`src/rtl/pwr_ctl_pkg.sv`:
```
package pwr_ctl_pkg;

  localparam logic [7:0] OFS_PWR_CTL  = 8'h00;
  localparam logic [7:0] OFS_IDLE_CTL = 8'h04;
  localparam logic [7:0] OFS_OFF_STS  = 8'h08;
  localparam logic [7:0] OFS_IDLE_STS = 8'h0C;
  localparam logic [7:0] OFS_ACK_STS  = 8'h10;

  typedef enum logic [2:0] {
    SEL_NONE,
    SEL_PWR,
    SEL_IDLE,
    SEL_OFF,
    SEL_IDST,
    SEL_ACK
  } reg_sel_e;

endpackage

```
`src/rtl/pwr_ctl_decode.sv`:
```
module pwr_ctl_decode
  import pwr_ctl_pkg::*;
#(
  parameter int ADDR_W = 8
) (
  input  logic [ADDR_W-1:0] addr,
  output reg_sel_e          sel
);

  always_comb begin
    sel = SEL_NONE;
    if (addr == ADDR_W'(OFS_PWR_CTL))       sel = SEL_PWR;
    else if (addr == ADDR_W'(OFS_IDLE_CTL)) sel = SEL_IDLE;
    else if (addr == ADDR_W'(OFS_OFF_STS))  sel = SEL_OFF;
    else if (addr == ADDR_W'(OFS_IDLE_STS)) sel = SEL_IDST;
    else if (addr == ADDR_W'(OFS_ACK_STS))  sel = SEL_ACK;
  end

endmodule

```
`src/rtl/pwr_ctl_mreg.sv`:
```
// Control word updated by a write whose upper half is a per-bit enable.
module pwr_ctl_mreg #(
  parameter int NUM_DOM = 16,
  parameter int DATA_W  = 32
) (
  input  logic               clk,
  input  logic               rst_n,
  input  logic               wr_hit,
  input  logic [DATA_W-1:0]  wdata,
  output logic [NUM_DOM-1:0] q
);

  localparam int HALF = DATA_W / 2;

  logic [NUM_DOM-1:0] q_nxt;

  for (genvar i = 0; i < NUM_DOM; i++) begin : g_bit
    always_comb begin
      q_nxt[i] = wdata[i+HALF] ? wdata[i] : q[i];
    end
  end

  always_ff @(posedge clk or negedge rst_n) begin
    if (!rst_n)      q <= '0;
    else if (wr_hit) q <= q_nxt;
  end

endmodule

```
`src/rtl/pwr_ctl_rdmux.sv`:
```
module pwr_ctl_rdmux
  import pwr_ctl_pkg::*;
#(
  parameter int NUM_DOM = 16,
  parameter int DATA_W  = 32
) (
  input  logic               clk,
  input  logic               rst_n,
  input  logic               rd_en,
  input  reg_sel_e           sel,
  input  logic [NUM_DOM-1:0] pwr_q,
  input  logic [NUM_DOM-1:0] idle_q,
  input  logic [NUM_DOM-1:0] off_sts,
  input  logic [NUM_DOM-1:0] idle_sts,
  input  logic [NUM_DOM-1:0] ack_sts,
  output logic [DATA_W-1:0]  rd_data
);

  localparam int PAD = DATA_W - NUM_DOM;

  logic [NUM_DOM-1:0] pick;
  logic [DATA_W-1:0]  rd_nxt;

  always_comb begin
    unique case (sel)
      SEL_PWR:  pick = pwr_q;
      SEL_IDLE: pick = idle_q;
      SEL_OFF:  pick = off_sts;
      SEL_IDST: pick = idle_sts;
      SEL_ACK:  pick = ack_sts;
      default:  pick = '0;
    endcase
    rd_nxt = {{PAD{1'b0}}, pick};
  end

  always_ff @(posedge clk or negedge rst_n) begin
    if (!rst_n)     rd_data <= '0;
    else if (rd_en) rd_data <= rd_nxt;
  end

endmodule

```
`src/rtl/pwr_ctl_regs.sv`:
```
// NUM_DOM must not exceed DATA_W/2, since each value bit needs a mask bit.
module pwr_ctl_regs
  import pwr_ctl_pkg::*;
#(
  parameter int NUM_DOM = 16,
  parameter int ADDR_W  = 8,
  parameter int DATA_W  = 32
) (
  input  logic               clk,
  input  logic               rst_n,
  input  logic               wr_en,
  input  logic               rd_en,
  input  logic [ADDR_W-1:0]  addr,
  input  logic [DATA_W-1:0]  wdata,
  output logic [DATA_W-1:0]  rd_data,
  output logic [NUM_DOM-1:0] pwr_off_req,
  output logic [NUM_DOM-1:0] idle_req,
  input  logic [NUM_DOM-1:0] dom_off_sts,
  input  logic [NUM_DOM-1:0] dom_idle_sts,
  input  logic [NUM_DOM-1:0] dom_ack_sts
);

  // asynchronous assert, synchronous release
  logic [1:0] rst_sync;
  logic       rst_q;

  always_ff @(posedge clk or negedge rst_n) begin
    if (!rst_n) rst_sync <= 2'b00;
    else        rst_sync <= {rst_sync[0], 1'b1};
  end
  assign rst_q = rst_sync[1];

  reg_sel_e sel;
  logic     wr_pwr;
  logic     wr_idle;

  pwr_ctl_decode #(.ADDR_W(ADDR_W)) u_dec (
    .addr (addr),
    .sel  (sel)
  );

  assign wr_pwr  = wr_en && (sel == SEL_PWR);
  assign wr_idle = wr_en && (sel == SEL_IDLE);

  pwr_ctl_mreg #(.NUM_DOM(NUM_DOM), .DATA_W(DATA_W)) u_pwr (
    .clk    (clk),
    .rst_n  (rst_q),
    .wr_hit (wr_pwr),
    .wdata  (wdata),
    .q      (pwr_off_req)
  );

  pwr_ctl_mreg #(.NUM_DOM(NUM_DOM), .DATA_W(DATA_W)) u_idle (
    .clk    (clk),
    .rst_n  (rst_q),
    .wr_hit (wr_idle),
    .wdata  (wdata),
    .q      (idle_req)
  );

  pwr_ctl_rdmux #(.NUM_DOM(NUM_DOM), .DATA_W(DATA_W)) u_rd (
    .clk      (clk),
    .rst_n    (rst_q),
    .rd_en    (rd_en),
    .sel      (sel),
    .pwr_q    (pwr_off_req),
    .idle_q   (idle_req),
    .off_sts  (dom_off_sts),
    .idle_sts (dom_idle_sts),
    .ack_sts  (dom_ack_sts),
    .rd_data  (rd_data)
  );

endmodule

```
`config.mk`:
```
export PLATFORM = sky130hd
export DESIGN_NAME = pwr_ctl_regs
export DESIGN_NICKNAME = d
export VERILOG_FILES = /design/src/rtl/pwr_ctl_pkg.sv /design/src/rtl/pwr_ctl_decode.sv /design/src/rtl/pwr_ctl_mreg.sv /design/src/rtl/pwr_ctl_rdmux.sv /design/src/rtl/pwr_ctl_regs.sv
export SDC_FILE = /design/constraint.sdc
export NUM_CORES = 1
export LEC_CHECK = 0
export BUFFER_PORTS_ARGS = -buffer_cell sky130_fd_sc_hd__buf_2
export CAP_MARGIN = 0
export CORE_ASPECT_RATIO = 0.7
export CORE_MARGIN = 1
export CORE_UTILIZATION = 42
export CTS_CLUSTER_DIAMETER = 100
export DETAILED_ROUTE_END_ITERATION = 6
export GPL_TIMING_DRIVEN = 1
export PLACE_DENSITY = 0.75
export SYNTH_ARGS = -nofsm -noshare
export SYNTH_HDL_FRONTEND = slang
export SYNTH_SLANG_ARGS = --single-unit
```
`constraint.sdc`:
```
create_clock -name clk -period 1.6 [get_ports clk]
set_input_delay 0.32 -clock clk [delete_from_list [all_inputs] [get_ports clk]]
set_output_delay 0.32 -clock clk [all_outputs]
set_load 0.01 [all_outputs]
```
## Word-level counts from Yosys, hierarchy flattened

Cells that the tools add are included.

| cells by class | value |
|---|---|
| equal/unequal tests | 9 |
| muxes and demuxes | 6 |
| reductions and logical operators | 35 |

Operators by type and width:

| cell | count |
|---|---|
| one-hot mux 16 bit (5 select lines) | 1 |
| AND reduction 2 bit | 32 |
| == test 8 x 4 -> 1 bit (second input constant) | 2 |
| 2-to-1 mux 3 bit | 5 |
| == test 8 x 3 -> 1 bit (second input constant) | 1 |
| == test 8 x 5 -> 1 bit (second input constant) | 1 |
| zero test 8 bit | 1 |
| == test 3 x 2 -> 1 bit (second input constant) | 2 |
| == test 3 bit (second input constant) | 2 |
| == test 3 x 1 -> 1 bit (second input constant) | 1 |
| logical AND 1 bit | 2 |

| storage, ports and cells | value |
|---|---|
| bits in registers | 50 |
| bits of input ports | 92 |
| output and inout bits | 64 |
| logic and storage cells | 84 |

## Longest topological paths before layout

| logic depth | value |
|---|---|
| word-level depth | 9 |
| mapped depth | 6 |
| mapped depth without buffers | 3 |

## Hierarchy

Synthesis repeated with hierarchy kept, for this count alone.

| unflattened totals | value |
|---|---|
| cell total of the unflattened synthesis | 260 |
| area, all modules | 3046.7 sq um |

Modules (own cells, without submodules):

| module | instances | cells an instance | area an instance (sq um) | sequential area each (sq um) |
|---|---|---|---|---|
| pwr_ctl_rdmux | 1 | 148 | 1501.4 | 400.4 |
| pwr_ctl_mreg | 2 | 50 | 700.7 | 400.4 |
| pwr_ctl_regs | 1 | 5 | 78.8 | 50.0 |
| pwr_ctl_decode | 1 | 7 | 65.1 | 0.0 |

## Least setup slack after synthesis

No wires, ideal clock.

| timing | value |
|---|---|
| path kind | input to register |
| start point | input port addr[7] |
| end point | register u_idle.q[0] |
| setup time | 128 ps |
| arrival time | 1694 ps |
| data required time | 1472 ps |
| slack | -222 ps |
| cell stages on the path | 5 |
| path buffers | 2 |
| path through | or4_4 buf_6 buf_12 nor4_4 mux2_1 |

| on the way | value |
|---|---|
| longest elaborated chain between the ends | 9 |
| elaborated cells between the ends (all ways) | 13 |
| those cells by class | 5 x eq/ne; 5 x mux; 3 x reduce/logical |

Ends and longest elaborated chain:

| element | RTL line | RTL |
|---|---|---|
| start, declared | pwr_ctl_regs.sv:13 | `input logic [ADDR_W-1:0] addr,` |
| == test 8 x 5 -> 1 bit | pwr_ctl_decode.sv:16 | `else if (addr == ADDR_W'(OFS_ACK_STS)) sel = SEL_ACK;` |
| 2-to-1 mux 3 bit | pwr_ctl_decode.sv:16 |  |
| 2-to-1 mux 3 bit | pwr_ctl_decode.sv:15 | `else if (addr == ADDR_W'(OFS_IDLE_STS)) sel = SEL_IDST;` |
| 2-to-1 mux 3 bit | pwr_ctl_decode.sv:14 | `else if (addr == ADDR_W'(OFS_OFF_STS)) sel = SEL_OFF;` |
| 2-to-1 mux 3 bit | pwr_ctl_decode.sv:13 | `else if (addr == ADDR_W'(OFS_IDLE_CTL)) sel = SEL_IDLE;` |
| 2-to-1 mux 3 bit * | pwr_ctl_decode.sv:12 | `if (addr == ADDR_W'(OFS_PWR_CTL)) sel = SEL_PWR;` |
| == test 3 x 2 -> 1 bit * | pwr_ctl_regs.sv:43 | `assign wr_idle = wr_en && (sel == SEL_IDLE);` |
| logical AND 1 bit * | pwr_ctl_regs.sv:43 |  |
| AND reduction 2 bit (no source line) * | -- |  |
| end signal, assigned | pwr_ctl_mreg.sv:25 | `else if (wr_hit) q <= q_nxt;` |
| end, declared | pwr_ctl_mreg.sv:10 | `output logic [NUM_DOM-1:0] q` |

Every way passes the cells marked *; elsewhere a longest branch is shown, timed or not.
A chain may end at the register's enable or synchronous reset.

## Final worst setup path

| timing | value |
|---|---|
| start point | input port addr[7] |
| end point | register u_idle.q[7] |

The elaborated chain is that of the path after synthesis.

==> reports/metrics.csv <==
metric,value,unit
setup repair bufs after CTS,0,
first-pass GRT wire length,14.2,mm
Synth area leaders,"dfrtp_1 39%, mux2_2 15%, mux2_1 7.0%",
clock insertion delay at the later pin of the skew report,0.30,ns
RePlAce Congestion,0.867,
setup repair after global routing missed its margin,yes,
proportion of register bits with asynchronous set or reset after synthesis,100,%
vertical extent of the die,75.3,µm
routed wirelength normalized by instance count,16.8,µm
synthesized-area fraction occupied by and/or/nand/nor cells,22.8,%
Compound-Gate Fraction of Synth Area,8.23,%
xor-xnor portion of the synthesized cell area,0,%
peak supply drop,410,µV
critical-path cell with the highest stage delay,or4_4,
count of H-tree levels built during CTS,2,
maximum count of clock buffers along a single path,2,
Post-Layout Cell Count,538,
startpoint-to-endpoint class of the critical path,in2reg,
antenna violations before repair,0,
Avg Synthesized Cell Area,11.1,µm²
share of synthesized area occupied by flip-flops and latches,38.8,%
clock slew at the register clock pins of the worst setup and hold paths,0.10,ns
post-layout instance area,4250,µm²
"EDFF count, synth",0,
post-synth top area cell,dfrtp_1,
number of vias after detailed routing,2868,
library cells used by synthesis,24,
number of diodes added for antenna fixing,0,
synth cell count leaders,"50 x dfrtp_1, 44 x mux2_2, 32 x nand2_1",
cell count after synthesis,291,
DRC violation count after routing,0,
"Cell Area, Placed",4130,µm²
area fraction of the dominant cell type after synthesis,38.8,%
final max-slew violation count,0,
cell total after placement,529,
critical path required time,1.78,ns
peak fanout along the critical path,8,
area of the core,7350,µm²
residual overflow from global routing,0,
detailed placer's ending HPWL,6.80,mm
fraction of the cycle the final worst path needs,96.9,%
hold violation total from the final report,0,
area of the mapped netlist,3220,µm²
nature of the critical path startpoint,input pin,
number of violations of the max-capacitance limit,0,
Die Footprint,8030,µm²
class of the most critical hold timing path,reg2async,
"flops & latches, synth",50,
floorplan row count,26,
via density per instance,5.33,
Post-synth top flop,dfrtp_1,
Detailed Route Iter0 Violations,168,
type of destination of the critical path,flip-flop,
number of buffers created by CTS,5,
count of antenna-violating nets left after detailed routing,0,
slew at the pin closest to its max-slew limit,0.622,ns
cell at the root of the clock tree,clkbuf_8,
share of layout cells above drive strength 1,52.7,%
cell chain of the critical path,buf_2 -> or4_4 -> buf_4 -> nor4_4 -> mux2_1,
boundary pin count,156,
count of buffers from port buffering,139,
delay of the slowest critical-path stage,0.61,ns
peak clock frequency supported by timing,645,MHz
starting utilization of the core area,43.8,%
multiplexer area fraction after synthesis,22.4,%
leakage component of the power,2.10,nW
1st-pass router iterations,4,
cell with the most instances after synthesis,dfrtp_1,
Total Routing Usage GR,22.8,%
Routed WL,9.01,mm
synthesis-to-layout area growth,31.9,%
Layout Skew,0.00852,ns
largest net degree at the start of global routing,33,
Clock Sink Count,50,
number of global-route vias before repair,2748,
combinational family with the most area after synthesis,simple AND/OR/NAND/NOR gates,
nets@finish,531,
Slew headroom,58.5,%
adder and majority cell fraction of the synthesized area,0,%
width of the die,107,µm
Final setup violation count,0,
clock tree from TritonCTS,built,
total power per unit cell area,603,nW/µm²
min Tclk post-route,1.55,ns
outcome,completed,
Crit path arrival time,1.73,ns
Yosys warning total,0,
[power by group]
group	internal, mW	leakage (nW)	total (mW)	switching [mW]
registers	1.29	0.690	1.32	0.0297
clock network	0.349	0.0472	0.776	0.428
logic	0.222	1.36	0.472	0.250
total	1.86	2.10	2.56	0.707
[what timing repair did]
item / CTS / global route
hold buffers: 1 / 0
gates resized for setup: 0 / 3
endpoints found under the setup margin: 0 / 19
endpoints found under the hold margin: 2 / 0
[path summary, 6_finish.rpt]
| path | startpoint | endpoint | slack (ns) | depth (start not counted) |
|---|---|---|---|---|
| worst max register to register | u_idle.q[5] | u_rd.rd_data[5] | 0.60 | 3 |
| max in group asynchronous | rst_sync[1] | u_pwr.q[6] | 0.81 | 1 |
| worst min register to register | rst_sync[1] | u_pwr.q[13] | 0.25 | 0 |
| worst max-delay path | addr[7] | u_idle.q[7] | 0.05 | 5 |
| min in group clk | wdata[2] | u_pwr.q[2] | 0.25 | 2 |
| worst min-delay path | rst_sync[1] | u_pwr.q[13] | 0.25 | 0 |
[cell families (layout without fill, tap and decap cells)]
family / count (synthesis) / after routing
other: 2 / 17
AO/OA/AOI/OAI: 33 / 33
flip-flops: 50 / 50
buffers and inverters: 37 / 171
multiplexers: 64 / 64
AND/OR/NAND/NOR: 105 / 105
[through the flow]
step	setup TNS (ns)	worst slack, ns	hold WS, ns	total power, mW	util [%]
6_report	0	0.0494	0.248	2.56	57.8
3_3_place_gp	-8.38	-0.269	0.105	1.80	56.2
2_1_floorplan	-2.91	-0.151	0.0244	1.59	-
5_1_grt	-0.00476	-0.00476	0.233	2.70	57.8
4_1_cts	0	0.0115	0.240	2.59	57.6
3_5_place_dp	-9.05	-0.316	0.106	1.81	56.2
[layout make-up]
type / count / area (µm²)
Clock inverter: 2 / 12.5
Sequential cell: 50 / 1250
Multi-Input combinational cell: 219 / 1830
Tap cell: 98 / 123
Fill cell: 649 / 3100
Timing Repair Buffer: 163 / 957
Clock buffer: 6 / 82.6
[per-layer routing]
metal	part of all wire, %	track usage, %
met1	44	31.0
met2	49	39.9
met4	0.19	2.89
met5	0	0
met3	6.9	3.68
[worst max-delay path: cells and delay by family]
kind                   cells  cell delay (ns)
and+or+nand+nor            2             0.75
buffers and inverters      2             0.31
muxes                      1             0.34
[registers in the layout, summed over array words and instances, names as in the netlist]
register,flops
rst_sync,2
u_idle.q,16
u_pwr.q,16
u_rd.rd_data,16
[cells in the final DEF, fill, tap and decap left out]
cell	n
nor3b_4	1
conb_1	17
nand4b_1	1
dlygate4sd3_1	1
nor4_2	2
dfrtp_2	1
nand2b_1	16
buf_2	139
nand2_1	32
clkbuf_8	6
or3b_1	1
nor4_1	5
mux2_2	44
buf_6	1
o21ai_0	1
dfrtp_1	49
nand3_1	16
nor4_4	12
nor3b_2	1
or4_4	1
a21boi_0	16
clkinv_2	1
buf_4	16
mux2_1	20
nor2_1	1
nand4_1	16
clkinvlp_4	1
a32oi_1	16
buf_12	6
(Power assumes the default switching activity.)
